==> config.mk <==
export PLATFORM = sky130hd
export DESIGN_NAME = pot_twi_engine
export DESIGN_NICKNAME = d
export VERILOG_FILES = /design/src/rtl/pot_twi_pkg.sv /design/src/rtl/pot_twi_decode.sv /design/src/rtl/pot_twi_pagebuf.sv /design/src/rtl/pot_twi_busy.sv /design/src/rtl/pot_twi_engine.sv
export SDC_FILE = /design/constraint.sdc
export NUM_CORES = 1
export LEC_CHECK = 0
export BUFFER_PORTS_ARGS = -buffer_cell sky130_fd_sc_hd__buf_2
export CAP_MARGIN = 20
export CORE_UTILIZATION = 31
export DETAILED_ROUTE_END_ITERATION = 8
export PLACE_DENSITY_LB_ADDON = 0.08
export SYNTH_ARGS = -nofsm -noshare
export SYNTH_HDL_FRONTEND = slang
export SYNTH_SLANG_ARGS = --single-unit
==> constraint.sdc <==
create_clock -name clk -period 2.4 [get_ports clk]
set_input_delay 0.12 -clock clk [delete_from_list [all_inputs] [get_ports clk]]
set_output_delay 0.12 -clock clk [all_outputs]
set_load 0.1 [all_outputs]
==> src/rtl/pot_twi_pkg.sv <==
package pot_twi_pkg;

    localparam int NDCP    = 4;
    localparam int DW      = 8;
    localparam int DCP_W   = $clog2(NDCP);
    localparam int PAGE_W  = 2;
    localparam logic [3:0] DEV_TYPE = 4'b0101;
    localparam logic [2:0] SR_CODE  = 3'd7;

    typedef enum logic [2:0] {
        ST_IDLE, ST_SLAVE, ST_ADDR, ST_WDATA, ST_TX, ST_HOLD
    } eng_state_e;

    typedef struct packed {
        logic match;
        logic rd;
    } slv_dec_t;

    typedef struct packed {
        logic             ok;
        logic             sr_sel;
        logic [DCP_W-1:0] dcp;
    } adr_dec_t;

    typedef struct packed {
        logic [DW-PAGE_W-2:0] rsvd;
        logic [PAGE_W-1:0]    page;
        logic                 nv_en;
    } stat_t;

    function automatic slv_dec_t decode_slave(input logic [7:0] b, input logic [2:0] hw);
        slv_dec_t r;
        r.match = (b[7:4] == DEV_TYPE) && (b[3:1] == hw);
        r.rd    = b[0];
        return r;
    endfunction

    function automatic adr_dec_t decode_addr(input logic [7:0] b);
        adr_dec_t r;
        r.sr_sel = (b[2:0] == SR_CODE);
        r.ok     = (b[7:3] == 5'd0) && ((32'(b[2:0]) < NDCP) || r.sr_sel);
        r.dcp    = b[DCP_W-1:0];
        return r;
    endfunction

    function automatic logic [DCP_W-1:0] next_dcp(input logic [DCP_W-1:0] d);
        return (32'(d) == NDCP - 1) ? '0 : d + 1'b1;
    endfunction

endpackage

==> src/rtl/pot_twi_decode.sv <==
module pot_twi_decode
    import pot_twi_pkg::*;
(
    input  logic [7:0] byte_i,
    input  logic [2:0] hw_i,
    output slv_dec_t   slv_o,
    output adr_dec_t   adr_o
);
    assign slv_o = decode_slave(byte_i, hw_i);
    assign adr_o = decode_addr(byte_i);
endmodule

==> src/rtl/pot_twi_pagebuf.sv <==
module pot_twi_pagebuf #(
    parameter int NDCP   = 4,
    parameter int DW     = 8,
    parameter int DCP_W  = 2,
    parameter int PAGE_W = 2
) (
    input  logic                 clk,
    input  logic                 rst,
    input  logic                 wr_en,
    input  logic [DCP_W-1:0]     wr_dcp,
    input  logic [DW-1:0]        wr_data,
    input  logic                 flush,
    input  logic                 commit_ok,
    input  logic [PAGE_W-1:0]    page,
    output logic                 fire,
    output logic                 nv_commit,
    output logic [PAGE_W-1:0]    nv_page,
    output logic [NDCP-1:0]      nv_mask,
    output logic [NDCP*DW-1:0]   nv_data
);
    logic [NDCP-1:0]    held;
    logic [NDCP*DW-1:0] slots;

    assign fire = flush && commit_ok && (held != '0);

    always_ff @(posedge clk) begin
        if (rst || flush) held <= '0;
        else if (wr_en)   held[wr_dcp] <= 1'b1;
    end

    for (genvar g = 0; g < NDCP; g++) begin : g_slot
        always_ff @(posedge clk) begin
            if (rst || flush)
                slots[g*DW +: DW] <= '0;
            else if (wr_en && (32'(wr_dcp) == g))
                slots[g*DW +: DW] <= wr_data;
        end
    end

    always_ff @(posedge clk) begin
        if (rst) begin
            nv_commit <= 1'b0;
            nv_page   <= '0;
            nv_mask   <= '0;
            nv_data   <= '0;
        end else begin
            nv_commit <= fire;
            if (fire) begin
                nv_page <= page;
                nv_mask <= held;
                nv_data <= slots;
            end
        end
    end


    mask_nonzero_chk: assert property (@(posedge clk) disable iff (rst)
        nv_commit |-> (nv_mask != '0));
endmodule

==> src/rtl/pot_twi_busy.sv <==
module pot_twi_busy #(
    parameter int CYC = 64
) (
    input  logic clk,
    input  logic rst,
    input  logic kick,
    output logic busy
);
    localparam int CW = $clog2(CYC + 1);
    logic [CW-1:0] cnt;

    always_ff @(posedge clk) begin
        if (rst)               cnt <= '0;
        else if (kick)         cnt <= CW'(CYC);
        else if (cnt != '0)    cnt <= cnt - 1'b1;
    end

    assign busy = (cnt != '0);


    kick_busy_chk: assert property (@(posedge clk) disable iff (rst)
        kick |=> busy);
endmodule

==> src/rtl/pot_twi_engine.sv <==
module pot_twi_engine
    import pot_twi_pkg::*;
#(
    parameter int NV_CYCLES = 64
) (
    input  logic                clk,
    input  logic                rst,
    input  logic [2:0]          hw_addr,
    input  logic                wp_hi,
    input  logic                ev_start,
    input  logic                ev_stop,
    input  logic                ev_byte,
    input  logic [7:0]          rx_byte,
    input  logic                ev_mack,
    input  logic                ev_mnack,
    output logic                ack_valid,
    output logic                ack_bit,
    output logic                tx_load,
    output logic [DW-1:0]       tx_byte,
    output logic [DCP_W-1:0]    rd_dcp,
    output logic [PAGE_W-1:0]   rd_page,
    input  logic [DW-1:0]       rd_data,
    output logic                wcr_we,
    output logic [DCP_W-1:0]    wcr_dcp,
    output logic [DW-1:0]       wcr_data,
    output logic                nv_commit,
    output logic [PAGE_W-1:0]   nv_page,
    output logic [NDCP-1:0]     nv_mask,
    output logic [NDCP*DW-1:0]  nv_data,
    output logic                busy
);
    eng_state_e       state;
    stat_t            stat;
    logic [DCP_W-1:0] dcp;
    logic             sr_sel;
    slv_dec_t         sd;
    adr_dec_t         ad;
    logic             buf_wr, flush, fire;
    logic [DW-1:0]    cur_byte;

    pot_twi_decode i_dec (
        .byte_i (rx_byte),
        .hw_i   (hw_addr),
        .slv_o  (sd),
        .adr_o  (ad)
    );

    assign buf_wr   = !busy && ev_byte && !ev_start && !ev_stop
                      && (state == ST_WDATA) && !sr_sel && stat.nv_en;
    assign flush    = !busy && ev_stop && !ev_start;
    assign cur_byte = sr_sel ? DW'(stat) : rd_data;
    assign rd_dcp   = dcp;
    assign rd_page  = stat.page;

    pot_twi_pagebuf #(
        .NDCP(NDCP), .DW(DW), .DCP_W(DCP_W), .PAGE_W(PAGE_W)
    ) i_buf (
        .clk       (clk),
        .rst       (rst),
        .wr_en     (buf_wr),
        .wr_dcp    (dcp),
        .wr_data   (rx_byte),
        .flush     (flush),
        .commit_ok (wp_hi),
        .page      (stat.page),
        .fire      (fire),
        .nv_commit (nv_commit),
        .nv_page   (nv_page),
        .nv_mask   (nv_mask),
        .nv_data   (nv_data)
    );

    pot_twi_busy #(.CYC(NV_CYCLES)) i_busy (
        .clk  (clk),
        .rst  (rst),
        .kick (fire),
        .busy (busy)
    );

    always_ff @(posedge clk) begin
        if (rst) begin
            state     <= ST_IDLE;
            stat      <= '0;
            dcp       <= '0;
            sr_sel    <= 1'b0;
            ack_valid <= 1'b0;
            ack_bit   <= 1'b0;
            tx_load   <= 1'b0;
            tx_byte   <= '0;
            wcr_we    <= 1'b0;
            wcr_dcp   <= '0;
            wcr_data  <= '0;
        end else begin
            ack_valid <= 1'b0;
            tx_load   <= 1'b0;
            wcr_we    <= 1'b0;
            if (busy) begin
                if (ev_byte) begin
                    ack_valid <= 1'b1;
                    ack_bit   <= 1'b0;
                end
            end else if (ev_start) begin
                state <= ST_SLAVE;
            end else if (ev_stop) begin
                state <= ST_IDLE;
            end else if (ev_byte) begin
                ack_valid <= 1'b1;
                ack_bit   <= 1'b0;
                case (state)
                    ST_SLAVE: begin
                        if (sd.match) begin
                            ack_bit <= 1'b1;
                            if (sd.rd) begin
                                tx_load <= 1'b1;
                                tx_byte <= cur_byte;
                                if (!sr_sel) dcp <= next_dcp(dcp);
                                state <= ST_TX;
                            end else begin
                                state <= ST_ADDR;
                            end
                        end else begin
                            state <= ST_HOLD;
                        end
                    end
                    ST_ADDR: begin
                        if (ad.ok) begin
                            ack_bit <= 1'b1;
                            sr_sel  <= ad.sr_sel;
                            if (!ad.sr_sel) dcp <= ad.dcp;
                            state   <= ST_WDATA;
                        end else begin
                            state <= ST_HOLD;
                        end
                    end
                    ST_WDATA: begin
                        ack_bit <= 1'b1;
                        if (sr_sel) begin
                            stat.page  <= rx_byte[PAGE_W:1];
                            stat.nv_en <= rx_byte[0];
                        end else begin
                            wcr_we   <= 1'b1;
                            wcr_dcp  <= dcp;
                            wcr_data <= rx_byte;
                            dcp      <= next_dcp(dcp);
                        end
                    end
                    default: ack_bit <= 1'b0;
                endcase
            end else if (ev_mack && state == ST_TX) begin
                tx_load <= 1'b1;
                tx_byte <= cur_byte;
                if (!sr_sel) dcp <= next_dcp(dcp);
            end else if (ev_mnack && state == ST_TX) begin
                state <= ST_HOLD;
            end
        end
    end


    busy_quiet_chk: assert property (@(posedge clk) disable iff (rst)
        busy |=> !(ack_valid && ack_bit) && !wcr_we && !tx_load);


    commit_busy_chk: assert property (@(posedge clk) disable iff (rst)
        nv_commit |-> busy);


    commit_wp_chk: assert property (@(posedge clk) disable iff (rst)
        nv_commit |-> $past(wp_hi));


    ack_src_chk: assert property (@(posedge clk) disable iff (rst)
        ack_valid |-> $past(ev_byte));


    tx_src_chk: assert property (@(posedge clk) disable iff (rst)
        tx_load |-> ($past(ev_byte) || $past(ev_mack)));


    wcr_idle_chk: assert property (@(posedge clk) disable iff (rst)
        wcr_we |-> $past(ev_byte) && !$past(busy));
endmodule

==> results of run 1 <==
==> routing by layer <==
metal / track usage, % / up-vias / routed length, µm
met5: 0 / - / 0
met4: 5.79 / 0 / 75
met3: 5.10 / 5 / 574
met2: 26.6 / 91 / 5480
met1: 22.2 / 1665 / 5720
li1: - / 1796 / -
==> tightest hold or removal path, stage by stage <==
cell	delay (ps)
buf_2	170
nand2_1	80
a21oi_1	60
==> sequential cells by signal, summed over array words and instances, names as in the netlist, 2 cells and up <==
name           cells
i_buf.held         4
i_buf.nv_data     32
i_buf.nv_mask      4
i_buf.nv_page      2
i_buf.slots       32
i_busy.cnt         7
rd_dcp             2
rd_page            2
state              3
tx_byte            8
wcr_data           8
wcr_dcp            2
==> per-stage QoR <==
stage	hold WS (ps)	util [%]	setup TNS, ps	instance area (µm²)	instances
floorplan	260	-	0	4440	465
global placement	441	36.3	0	5050	715
detailed placement	448	36.3	0	5050	715
CTS	55.5	40.0	0	5580	744
global route	75.2	40.0	-41.6	5580	744
finish	73.4	40.0	0	5580	744
==> cell families (layout without fill, tap and decap cells) <==
family	Yosys count	in the layout	synth area share [%]
adder cells (fa/ha/maj)	5	5	1.41
AND/OR/NAND/NOR	167	167	18.0
flip-flops	113	113	51.0
AO/OA/AOI/OAI	96	96	15.5
buffers and inverters	46	145	5.64
XOR/XNOR	10	10	1.97
multiplexers	28	28	6.46
==> layout make-up <==
cell class | count | area (µm²) | area share (%)
sequential | 113 | 2260 | 40.5
multi-input combinational | 306 | 1940 | 34.7
timing repair buffer | 106 | 591 | 10.6
clock buffer | 22 | 464 | 8.32
tap | 180 | 225 | 4.04
clock inverter | 7 | 62.6 | 1.12
inverter | 10 | 40.0 | 0.717
==> cells in the mapped netlist, drive strengths merged <==
master / count
a211oi: 3
nand4b: 1
buf: 22
nand2: 72
dfxtp: 113
nor4b: 1
nor4bb: 3
mux2i: 23
nand4: 5
a41o: 1
clkbuf: 14
and2: 2
xor2: 1
a21oi: 34
nor2: 44
nor4: 5
and4: 1
a22o: 38
nand2b: 2
nand3: 5
mux2: 5
ha: 5
o22ai: 1
nor3: 7
o21a: 1
and3b: 1
o2bb2ai: 2
or4: 1
o31ai: 2
nor2b: 7
and3: 6
o311a: 1
inv: 10
xnor2: 9
or3: 1
o21ai: 8
a31o: 1
nor3b: 2
a32o: 1
o41ai: 2
or2: 1
a2111oi: 1
==> power breakdown <==
group / internal [W] / switching [W] / total (W)
Combinational: 0.000261 / 0.000556 / 0.000817
Clock: 0.00145 / 0.000820 / 0.00227
Sequential: 0.00194 / 0.0000712 / 0.00201
Total: 0.00365 / 0.00145 / 0.00510
==> path summary, 6_finish.rpt <==
kind / startpoint / endpoint / slack [ps] / cells after the start
worst min register to register: i_buf.slots[2]$_SDFFE_PP0P_ / i_buf.slots[2]$_SDFFE_PP0P_ / 450 / 2
worst max register to register: i_busy.cnt[0]$_SDFFE_PP0P_ / i_buf.nv_data[2]$_SDFFE_PP0P_ / 160 / 9
worst min-delay path: rx_byte[7] / i_buf.slots[15]$_SDFFE_PP0P_ / 70 / 3
worst max-delay path: i_busy.cnt[0]$_SDFFE_PP0P_ / i_buf.nv_data[2]$_SDFFE_PP0P_ / 160 / 9
==> out/qor.yml, run 1 <==
power.total_w: 0.00510
coreArea_um2: 13900
totalWireLength_mm: 11.9
htree_levels: 4
dr.pass1.iters: 5
cts_sinks: 113
slowest_stage: "dfxtp_1"
numCtsBuffers: 17
initial_core_util_pct: 31.8
syn_to_final_growth_pct: 25.8
grt_antenna_before_repair: 0
io_buffers: 92
layout_setup_ws_ps: 161
place.gp.congestion: 0.784
grt_pass1_vias: 3497
clockBufferDepth: 2
rows: 43
tightest_slew_ps: 600
yosysSeqAreaShare_pct: 51.0
dp_slack_ps: 158
postCtsSetupBuffers: 0
grtUsageTotal_pct: 17.0
syn_area_per_cell_um2: 9.54
cts_resized: 0
cp_slowest_stage_delay_ps: 310
setup_viol_count_final: 0
final_cell_mix: "dfxtp_1, buf_2, nand2_1"
route.detailed.drc: 0
syn_area_um2: 4440
clockRootBuffer: "clkbuf_16"
clkLatencyLatePin_ps: 400
layout-drive-gt1-share_pct: 25.9
hpwl_mm: 8.10
synth_top_area_share_pct: 51.0
cp_num_buf_inv: 3
cp_max_fo: 21
final_nets: 586
syn_inst: 465
hold_viol_final: 0
cp.arrival_ps: 2580
crit_path_end_kind: "flop"
period_minus_slack_ps: 2240
slew_headroom_pct: 59.4
grt_overflow_total: 0
drtIter0Drc: 149
antenna_left: 0
cts-hold-fix-buffers: 0
grt_max_degree: 39
skew_ps: 6.19
p_leak_nw: 2.39
synth-seq-cells: 113
maxSlewViolCount: 0
yosys.area.top_type: "dfxtp_1"
outcome: "complete, no violations"
dieArea_um2: 14800
final_common_cell: "dfxtp_1"
diodes: 0
yosys_warnings: 0
synth_area_leaders: "dfxtp_1, a22o_1, nand2_1"
worstSetupPathType: "reg -> reg"
tritoncts: "built"
syn_nets: 497
die_y_um: 122
rsz0062_at_grt: "true"
io_pins: 93
critPathTopFamily: "simple AND/OR/NAND/NOR gates"
clk_pin_slew_worst_paths_ps: 50
power_density_nw_per_um2: 913
hold_class: "in -> reg"
crit_path_start_kind: "flop"
viasPerCell: 4.78
synth.distinct_cells: 48
num_vias: 3557
fp.dieW_um: 122
fmax_ghz: 0.447
fin_crit_sh_pct: 93.3
ir_drop_uv: 437
wire_per_inst_um: 15.9
maxCapViolations: 0
critical_path.cell_chain: "inv_1 > ha_1 > nor3b_2 > and3b_1 > inv_4 > nor4_4 > and2_1 > buf_4 > a22o_1"
grt_pass1_wl_mm: 18.6
num-fill-cells: 1400
cp.required_ps: 2740
Note: power is estimated with default switching activity, not from simulation.
==> run 2: changes to the inputs <==
--- a/config.mk
+++ b/config.mk
@@ -12,4 +12,5 @@
 export PLACE_DENSITY_LB_ADDON = 0.08
 export SYNTH_ARGS = -nofsm -noshare
 export SYNTH_HDL_FRONTEND = slang
+export SYNTH_HIERARCHICAL = 1
 export SYNTH_SLANG_ARGS = --single-unit
==> run 2 against run 1 <==
Effect of this change: the flow now finishes with violations (setup timing); synthesized cell count up 11%; sequential share of layout area is 6.1 points lower; setup slack got worse by 180 ps; via count is 13% higher; critical path depth is 2 higher; design area up 18%; sequential power about the same; total power increased by 12%; critical path type unchanged; largest cell class is now multi-input gates; largest power group unchanged.
==> out/qor.yml, run 2 <==
synth.distinct_cells: 56  # +17%
clockBufferDepth: 2  # unchanged
yosysSeqAreaShare_pct: 45.7  # -5.2 points
holdWs_ps: 46.7  # -26.7 ps
clk_pin_slew_worst_paths_ps: 50  # about the same
coreArea_um2: 15400  # +10%
cts_sinks: 113  # unchanged
crit_path_end_kind: "flop"
hpwl_mm: 8.70  # +7.4%
cp.required_ps: 2690  # -50 ps
outcome: "finished, violations left"
synthTopCellsByCount: "dfxtp_1, mux2i_1, nand2b_1"
r2r_cells: 11  # +2
final_nets: 664  # +13%
maxSlewViolCount: 0  # unchanged
drtIter0Drc: 147  # -1.3%
dieArea_um2: 16500  # +11%
violations: "setup timing"
syn_nets: 544  # +9.5%
final_common_cell: "dfxtp_1"
hold_class: "in -> reg"
viasPerCell: 4.68  # -2.2%
grt_antenna_before_repair: 0  # unchanged
slew_headroom_pct: 52.8  # -6.6 points
synthArstFlopShare_pct: 0  # unchanged
cp_slowest_stage_delay_ps: 550  # +240 ps
cp.arrival_ps: 2710  # +130 ps
slowest_stage: "or4_4"
final_cell_mix: "dfxtp_1, buf_2, mux2i_1"
crit_path_start_kind: "flop"
numCtsBuffers: 17  # unchanged
ir_drop_uv: 465  # +6.3%
tritoncts: "built"
clkLatencyLatePin_ps: 410  # about the same
synth_ff_type: "dfxtp_1"
initial_core_util_pct: 32.2  # +0.33 points
fp.dieW_um: 128  # +5.5%
grtUsageTotal_pct: 16.5  # -0.49 points
die_y_um: 128  # +5.5%
htree_levels: 4  # unchanged
rows: 45  # +4.7%
io_pins: 93  # unchanged
place.gp.congestion: 0.759  # -3.2%
post-route-util_pct: 42.7  # +2.7 points
dr.pass1.iters: 5  # unchanged
syn_to_final_growth_pct: 32.7
yosys_warnings: 6  # +6
p_leak_nw: 2.66  # +12%
setup_viol_count_final: 3  # +3
num_vias: 4003  # +13%
rsz0062_at_grt: "true"
totalWireLength_mm: 12.8  # +8.3%
syn_area_per_cell_um2: 9.60  # +0.63%
grt_max_degree: 60  # +54%
grt_pass1_wl_mm: 20.7  # +11%
route.detailed.drc: 0  # unchanged
post-synth-top-count-cell: "dfxtp_1"
antenna_left: 0  # unchanged
synth_area_leaders: "dfxtp_1, mux2i_1, nand2b_1"
hold_depth: 3  # unchanged
layout_setup_ws_ps: -14.8  # -176 ps
critical_path.cell_chain: "or4_4 > nor2_4 > inv_2 > nor4b_4 > and4_1 > and2_4 > buf_4 > nand3b_1 > buf_2 > mux2i_1 > nor2_1"
period_minus_slack_ps: 2410  # +176 ps
top_regs: "i_buf/nv_data (32), i_buf/slots (32)"
synth_top_area_share_pct: 45.7  # -5.2 points
maxCapViolations: 0  # unchanged
clockRootBuffer: "clkbuf_16"
tightest_slew_ps: 705  # +104 ps
layout-drive-gt1-share_pct: 28.5  # +2.6 points
syn_inst: 515  # +11%
power_density_nw_per_um2: 869  # -4.8%
fmax_ghz: 0.414  # -7.3%
io_buffers: 92  # unchanged
skew_ps: 13.2  # +6.97 ps
wire_per_inst_um: 15.0  # -5.8%
cp_max_fo: 4  # -81%
grt_overflow_total: 0  # unchanged
worstSetupPathType: "reg -> reg"
synth-edff-count: 0  # unchanged
syn_area_um2: 4940  # +11%
fin_crit_sh_pct: 101  # +7.3 points
yosys.area.top_type: "dfxtp_1"
grt_pass1_vias: 3979  # +14%
synth-seq-cells: 113  # unchanged
diodes: 0  # unchanged
hold_viol_final: 0  # unchanged
[run 2: through the flow]
step | instances | total power [W] | area, µm² | setup slack, ps | setup TNS (ps)
3_3_place_gp | 814 | 0.00312 | 5760 | 1.01 | 0
2_1_floorplan | 515 | 0.00278 | 4940 | -933 | -58790
5_1_grt | 856 | 0.00598 | 6560 | -172 | -3260
4_1_cts | 850 | 0.00572 | 6430 | -8.94 | -31.0
6_report | 856 | 0.00571 | 6560 | -14.8 | -30.2
3_5_place_dp | 814 | 0.00313 | 5760 | -33.7 | -247
[run 2: power by group]
| group | switching [W] | internal (W) | leakage (nW) |
|---|---|---|---|
| registers | 0.0000789 | 0.00195 | 0.912 |
| logic | 0.000661 | 0.000462 | 1.46 |
| clock network | 0.000828 | 0.00172 | 0.288 |
[run 2: final cells by class]
class	instances	area, µm²
clock buffer	24	492
clock inverter	5	103
fill	1539	8810
inverter	10	37.5
multi-input combinational	354	2470
sequential	113	2260
tap	211	264
timing repair buffer	139	936
[run 2: per-layer routing]
metal | global-route usage (%) | wire length, µm | vias up | part of all wire (%)
li1 | - | - | 2021 | -
met1 | 22.1 | 6370 | 1888 | 50
met2 | 25.0 | 5800 | 80 | 45
met3 | 4.17 | 496 | 14 | 3.9
met4 | 7.06 | 175 | 0 | 1.4
met5 | 0 | 0 | - | 0
[run 2: logic make-up (layout without fill, tap and decap cells)]
logic type | after synthesis | after routing | share of synthesized area [%]
AO/OA/AOI/OAI | 64 | 64 | 7.82
XOR/XNOR | 7 | 7 | 1.24
adder cells (fa/ha/maj) | 2 | 2 | 0.506
buffers and inverters | 48 | 178 | 5.24
flip-flops | 113 | 113 | 45.7
multiplexers | 77 | 77 | 15.6
AND/OR/NAND/NOR | 204 | 204 | 23.8
[run 2: worst max-delay path, delay by kind of cell, from the launching register on]
family	cells	cell delay, ps
multiplexers	1	150
AND/OR/NAND/NOR	7	1470
flip-flops	1	310
buffers and inverters	3	380
[run 2: final timing paths]
path                                startpoint                            end  slack (ps)
hold / removal                           wp_hi  i_buf/nv_mask[0]$_SDFFE_PP0P_          50
setup / recovery    i_busy/cnt[3]$_SDFFE_PP0P_   i_buf/slots[20]$_SDFFE_PP0P_         -10
setup reg to reg    i_busy/cnt[3]$_SDFFE_PP0P_   i_buf/slots[20]$_SDFFE_PP0P_         -10
hold reg to reg   i_buf/slots[27]$_SDFFE_PP0P_   i_buf/slots[27]$_SDFFE_PP0P_         460
[run 2: what timing repair did]
item / in CTS / in global routing
setup endpoints to repair: 16 / 80
pin swaps: 1 / 4
hold endpoints to repair: 5 / 0
hold buffers: 5 / 0
gates resized for setup: 6 / 10
buffers inserted: 1 / 3
gates cloned: 1 / 3
